## config.mk

```make
export PLATFORM = sky130hd
export DESIGN_NAME = acc_rights_unit
export DESIGN_NICKNAME = d
export VERILOG_FILES = /design/src/rtl/acc_rights_pkg.sv /design/src/rtl/acc_rights_dp.sv /design/src/rtl/acc_rights_ctl.sv /design/src/rtl/acc_rights_unit.sv
export SDC_FILE = /design/constraint.sdc
export NUM_CORES = 1
export LEC_CHECK = 0
export BUFFER_PORTS_ARGS = -buffer_cell sky130_fd_sc_hd__buf_4
export CORE_AREA = 2 2 120 122
export DETAILED_ROUTE_END_ITERATION = 8
export DIE_AREA = 0 0 122 124
export SYNTH_ARGS = -nofsm -noshare
export SYNTH_HDL_FRONTEND = slang
export SYNTH_SLANG_ARGS = --single-unit
```

## constraint.sdc

```tcl
create_clock -name clk -period 4.3 [get_ports clk]
set_input_delay 0.215 -clock clk [delete_from_list [all_inputs] [get_ports clk]]
set_output_delay 0.215 -clock clk [all_outputs]
set_load 0.02 [all_outputs]
```

## src/rtl/acc_rights_pkg.sv

```systemverilog
package acc_rights_pkg;
  localparam int PRIV_W = 2;

  typedef enum logic [1:0] {
    KIND_LOAD  = 2'd0,
    KIND_STORE = 2'd1,
    KIND_FETCH = 2'd2,
    KIND_ALT   = 2'd3
  } accKind_e;

  typedef enum logic [2:0] {
    FC_NONE    = 3'd0,
    FC_RIGHTS  = 3'd1,
    FC_PROTID  = 3'd2,
    FC_REFTRAP = 3'd3,
    FC_DIRTY   = 3'd4,
    FC_BREAK   = 3'd5,
    FC_ALIGN   = 3'd6
  } faultCode_e;

  // conditions found by the datapath, judged by the control
  typedef struct packed {
    logic rightsBad;
    logic pidBad;
    logic refTrap;
    logic dirtyBad;
    logic breakHit;
    logic misAligned;
    logic isFetch;
    logic gateLower;
  } condFlags_t;

  // strobes from control back into the datapath
  typedef struct packed {
    logic       capture;
    logic       gateApply;
    faultCode_e code;
  } ctlStrobes_t;
endpackage

```

## src/rtl/acc_rights_dp.sv

```systemverilog
module acc_rights_dp
  import acc_rights_pkg::*;
#(
  parameter int AID_W     = 16,
  parameter int PID_CNT   = 4,
  parameter int PID_W     = 64,
  parameter int ADDR_LO_W = 3,
  parameter int SIZE_W    = 2
) (
  input  logic                     clk,
  input  logic                     rst_n,
  input  logic [PRIV_W-1:0]        curPriv,
  input  logic [1:0]               accKind,
  input  logic [SIZE_W-1:0]        accSizeLog,
  input  logic [ADDR_LO_W-1:0]     addrLow,
  input  logic [2:0]               entType,
  input  logic [PRIV_W-1:0]        entPl1,
  input  logic [PRIV_W-1:0]        entPl2,
  input  logic [AID_W-1:0]         entAid,
  input  logic                     entRefTrap,
  input  logic                     entDirty,
  input  logic                     entBreak,
  input  logic                     wideMode,
  input  logic [PID_CNT*PID_W-1:0] pidRegs,
  input  logic                     breakSuppress,
  input  ctlStrobes_t              strobes,
  output condFlags_t               flags,
  output logic                     rspValid,
  output logic [2:0]               permVec,
  output logic                     faultValid,
  output logic [2:0]               faultCode,
  output logic                     faultInstr,
  output logic [PRIV_W-1:0]        newPriv,
  output logic                     privChange
);
  localparam int HALF_W = PID_W / 2;

  logic [2:0] typeMask;
  logic [2:0] privOk;
  logic [2:0] permNow;
  logic       wantedOk;
  logic [PID_CNT-1:0] loHit;
  logic [PID_CNT-1:0] hiHit;
  logic [HALF_W-1:0]  aidWide;
  logic [ADDR_LO_W-1:0] sizeMask;

  assign aidWide = HALF_W'(entAid);

  for (genvar g = 0; g < PID_CNT; g++) begin : g_pid
    assign loHit[g] = (pidRegs[g*PID_W +: HALF_W] == aidWide);
    assign hiHit[g] = (pidRegs[g*PID_W + HALF_W +: HALF_W] == aidWide);
  end

  always_comb begin
    unique case (entType)
      3'd0:    typeMask = 3'b001;
      3'd1:    typeMask = 3'b011;
      3'd2:    typeMask = 3'b101;
      3'd3:    typeMask = 3'b111;
      default: typeMask = 3'b100;
    endcase
  end

  assign privOk[0] = (curPriv <= entPl1);
  assign privOk[1] = (curPriv <= entPl2);
  assign privOk[2] = (entPl2 <= curPriv) && (curPriv <= entPl1);
  assign permNow   = typeMask & privOk;

  always_comb begin
    unique case (accKind)
      KIND_STORE: wantedOk = permNow[1];
      KIND_FETCH: wantedOk = permNow[2];
      default:    wantedOk = permNow[0];
    endcase
  end

  assign sizeMask = ADDR_LO_W'((1 << accSizeLog) - 1);

  always_comb begin
    flags.isFetch    = (accKind == KIND_FETCH);
    flags.rightsBad  = !wantedOk;
    flags.pidBad     = (entAid != '0) && !(|loHit || (wideMode && |hiHit));
    flags.refTrap    = entRefTrap;
    flags.dirtyBad   = (accKind == KIND_STORE) && !entDirty;
    flags.breakHit   = entBreak && !flags.isFetch && !breakSuppress;
    flags.misAligned = |(addrLow & sizeMask);
    flags.gateLower  = entType[2] && (PRIV_W'(entType[1:0]) < curPriv);
  end

  always_ff @(posedge clk) begin
    if (!rst_n) begin
      rspValid   <= 1'b0;
      permVec    <= '0;
      faultValid <= 1'b0;
      faultCode  <= '0;
      faultInstr <= 1'b0;
      newPriv    <= '0;
      privChange <= 1'b0;
    end else begin
      rspValid <= strobes.capture;
      if (strobes.capture) begin
        permVec    <= permNow;
        faultValid <= (strobes.code != FC_NONE);
        faultCode  <= strobes.code;
        faultInstr <= (strobes.code != FC_NONE) && flags.isFetch;
        newPriv    <= strobes.gateApply ? PRIV_W'(entType[1:0]) : curPriv;
        privChange <= strobes.gateApply;
      end
    end
  end
endmodule

```

## src/rtl/acc_rights_ctl.sv

```systemverilog
module acc_rights_ctl
  import acc_rights_pkg::*;
(
  input  logic        reqValid,
  input  condFlags_t  flags,
  output ctlStrobes_t strobes
);
  faultCode_e pick;

  always_comb begin
    if (flags.rightsBad)       pick = FC_RIGHTS;
    else if (flags.pidBad)     pick = FC_PROTID;
    else if (flags.refTrap)    pick = FC_REFTRAP;
    else if (flags.dirtyBad)   pick = FC_DIRTY;
    else if (flags.breakHit)   pick = FC_BREAK;
    else if (flags.misAligned) pick = FC_ALIGN;
    else                       pick = FC_NONE;
  end

  always_comb begin
    strobes.capture   = reqValid;
    strobes.code      = pick;
    strobes.gateApply = reqValid && flags.isFetch && flags.gateLower && (pick == FC_NONE);
  end
endmodule

```

## src/rtl/acc_rights_unit.sv

```systemverilog
module acc_rights_unit
  import acc_rights_pkg::*;
#(
  parameter int AID_W     = 16,
  parameter int PID_CNT   = 4,
  parameter int PID_W     = 64,
  parameter int ADDR_LO_W = 3,
  parameter int SIZE_W    = 2
) (
  input  logic                     clk,
  input  logic                     rst_n,
  input  logic                     reqValid,
  input  logic [PRIV_W-1:0]        curPriv,
  input  logic [1:0]               accKind,
  input  logic [SIZE_W-1:0]        accSizeLog,
  input  logic [ADDR_LO_W-1:0]     addrLow,
  input  logic [2:0]               entType,
  input  logic [PRIV_W-1:0]        entPl1,
  input  logic [PRIV_W-1:0]        entPl2,
  input  logic [AID_W-1:0]         entAid,
  input  logic                     entRefTrap,
  input  logic                     entDirty,
  input  logic                     entBreak,
  input  logic                     wideMode,
  input  logic [PID_CNT*PID_W-1:0] pidRegs,
  input  logic                     breakSuppress,
  output logic                     rspValid,
  output logic [2:0]               permVec,
  output logic                     faultValid,
  output logic [2:0]               faultCode,
  output logic                     faultInstr,
  output logic [PRIV_W-1:0]        newPriv,
  output logic                     privChange
);
  condFlags_t  flags;
  ctlStrobes_t strobes;

  acc_rights_ctl u_ctl (
    .reqValid (reqValid),
    .flags    (flags),
    .strobes  (strobes)
  );

  acc_rights_dp #(
    .AID_W(AID_W), .PID_CNT(PID_CNT), .PID_W(PID_W),
    .ADDR_LO_W(ADDR_LO_W), .SIZE_W(SIZE_W)
  ) u_dp (
    .clk(clk), .rst_n(rst_n), .curPriv(curPriv), .accKind(accKind),
    .accSizeLog(accSizeLog), .addrLow(addrLow), .entType(entType),
    .entPl1(entPl1), .entPl2(entPl2), .entAid(entAid),
    .entRefTrap(entRefTrap), .entDirty(entDirty), .entBreak(entBreak),
    .wideMode(wideMode), .pidRegs(pidRegs), .breakSuppress(breakSuppress),
    .strobes(strobes), .flags(flags), .rspValid(rspValid),
    .permVec(permVec), .faultValid(faultValid), .faultCode(faultCode),
    .faultInstr(faultInstr), .newPriv(newPriv), .privChange(privChange)
  );
endmodule

```

==> results.md <==
* Power Dens Cells at 146 nW/µm²
* Die Height at 124 µm
* Setup ws final at 2.08 ns
* RSZ-0062 raised after global routing: no
* Worst Hold Launch: rst_n
* Synth-to-Final Area Change at 91.7%
* CTS resizes at 0
* IO Pins at 308
* Post-Syn Nets at 644
* Reg2Reg Launch Point: u_dp.faultCode[1]$_SDFFE_PN0P_
* CTS buffer count at 3
* Crit path from: curPriv[1]
* # diodes at 0
* Flop pwr share at 0.161
* Yosys top cell area share at 0.324
* Via density per instance at 4.68
* Internal power at 0.521 mW
* Asr flop ratio synth at 0
* CP arrival at 2.33 ns
* Global-route wire length before repair at 21,200 µm
* Root Driver: clkbuf_16
* Fin crit share at 0.516
* CTS Buffer Depth at 2
* Initial Utilization at 0.197
* Fin nets at 938
* # Post-CTS Setup Buffers at 0
* Fraction of layout cells with a size suffix above 1 at 0.506
* Maximum clock rate at 0.451 GHz
* Max-slew headroom at 0.438
* Post-synth EDFFs at 0
* Pin count of the biggest net entering global routing at 17
* Sw frac at 0.311
* R2R Setup Slk at 3.38 ns
* DIE AREA at 15,100 µm²
* Clock Latency Late Sink at 0.24 ns
* Post-layout min period at 2.22 ns
* Routed len/inst at 18.5 µm
* CTS Hold Bufs at 0
* Post-synthesis sequential area ratio at 0.0889
* Commonest cells post-synth: xor2_1, nor4_1, xnor2_1, nand4_1, buf_4
* Critical path peak fanout at 6
* WP data required at 4.42 ns
* CTS H-tree depth at 1
* Remaining DRCs at 0
* Worst setup EP type: flop
* Power share of the clock group at 0.251
* Iter 0 DRT Violations at 110
* Slew @ Worst Pin at 0.832 ns
* Critical path cell sequence: buf_4 -> ha_1 -> nor2b_1 -> o21ai_0 -> a31oi_1 -> a211oi_1 -> a21oi_1 -> a211oi_1 -> o22ai_1
* Share of power burned in combinational logic at 0.588
* Port bufs at 307
* FF+latch count, synth at 12
* Clock-pin transition on the worst setup and hold timing paths at 0.04 ns
* Antenna violations before repair at 0
* Final setup vio count at 0
* Site Rows at 43
* Critical path class: primary input to flop
* Area leader, netlist: xor2_1
* DRT Pass-1 Iters at 4
* Slowest cell on the critical path: a211oi_1
* Die W at 122 µm
* Lkg Pwr at 2.39 nW
* Final wirelength at 15,000 µm
* Primary FF master, synth: dfxtp_1
* Final slew viol count at 0
* Core footprint at 13,700 µm²
* Cell mode on critical path: a211oi_1
* Status: complete, no violations
* CP Launch Type: primary input
* Post-DP HPWL at 12,800 µm
* Place WS at 1.90 ns
* Hold Crit Class: primary input to flop
* Number of global-route vias before repair at 4,037
* Synthesized area at 2700 µm²
* Total negative slack at 0 ns
* Cells after Synth at 341
* Finished Layout Cells at 814
* DP Cell Count at 810
* Final-layout fill cell count at 1,448
* Max Clock Skew at 0 ns
* Max Cap Violations at 0
* Net Switching at 0.235 mW
* ANT nets after route at 0
* Total GRT Usage at 0.186
* Mean post-synth cell area at 7.93 µm²
* Top-count cell post-synth: xor2_1
* Synth area leaders: xor2_1, nor4_1, xnor2_1
* Worst VDD drop at 153 µV
* Clk sinks at 12
* CTS tree: built
* Placer Congestion at 0.940
* Total global routing overflow at 0
* Distinct cells, synth at 42
* Max incr delay on CP at 0.65 ns
* Yosys warns at 0
* Endpoints failing hold at 0
* DR vias at 3,813
## power groups by stage
stage                     clock [mW]  sequential, mW  combinational [mW]
after global placement             0           0.124               0.439
after floorplan                    0           0.131               0.169
after detailed placement           0           0.124               0.447
after CTS                      0.192           0.122               0.449
final                          0.190           0.122               0.444
after global routing           0.200           0.122               0.482
## metrics by stage
step / power (mW) / hold WS (ns) / area [µm²] / utilization
finish: 0.756 / 0.297 / 5180 / 0.378
global route: 0.805 / 0.303 / 5180 / 0.378
CTS: 0.763 / 0.296 / 5180 / 0.378
detailed placement: 0.571 / 0.466 / 5090 / 0.371
global placement: 0.563 / 0.459 / 5090 / 0.371
floorplan: 0.300 / 0.366 / 2700 / -
## state kept, by name (all words and copies together) (netlist names)
name,count
u_dp.permVec,3
u_dp.faultValid,1
u_dp.faultInstr,1
u_dp.rspValid,1
u_dp.faultCode,3
u_dp.privChange,1
u_dp.newPriv,2
## area by class of cell
class / instances / area [µm²] / area share
clock buffers: 4 / 88.8 / 0.0171
inverters: 9 / 33.8 / 0.00652
multi-input cells: 302 / 2290 / 0.442
flip-flops and latches: 12 / 240 / 0.0464
well taps: 180 / 225 / 0.0435
repair buffers: 307 / 2300 / 0.445
## path summary, 6_finish.rpt
kind	cells after the start	to
setup / recovery	9	u_dp.newPriv[1]$_SDFFE_PN0P_
hold / removal	2	u_dp.permVec[0]$_SDFFE_PN0P_
setup reg to reg	3	u_dp.faultCode[1]$_SDFFE_PN0P_
hold reg to reg	2	u_dp.permVec[2]$_SDFFE_PN0P_
## placed cells by master, fill, tap and decap left out, types with 4 or more instances in the layout
cell	Yosys	routed
a21oi_1	6	6
nor2b_1	5	5
ha_1	7	7
xor2_1	100	100
xnor2_1	28	28
inv_1	8	8
nand4_1	17	17
buf_4	15	307
nand3_1	12	12
o21ai_0	11	11
dfxtp_1	12	12
nand2_1	9	9
nor4_2	4	4
nor4_1	58	58
nor3_1	7	7
## kinds of logic (layout without fill, tap and decap cells)
logic type	count (synthesis)	count (layout)	share of synthesized area
compound gates	43	43	0.116
xor+xnor	128	128	0.415
fa+ha+maj	7	7	0.0324
buf+inv	27	320	0.0643
flops	12	12	0.0889
simple gates	124	124	0.284
## metal layers
layer | GRT usage | vias to the layer above | routed length (µm)
li1 | - | 1845 | -
met1 | 0.196 | 1738 | 5500
met2 | 0.376 | 216 | 8090
met3 | 0.0385 | 14 | 1240
met4 | 0.0352 | 0 | 207
met5 | 0 | - | 0
## critical path: cells and delay by family
| kind | cells | cell delay (ns) |
|---|---|---|
| AO/OA/AOI/OAI | 6 | 1.54 |
| adder cells (fa/ha/maj) | 1 | 0.32 |
| buffers and inverters | 1 | 0.12 |
| AND/OR/NAND/NOR | 1 | 0.13 |
(Power assumes the default switching activity.)
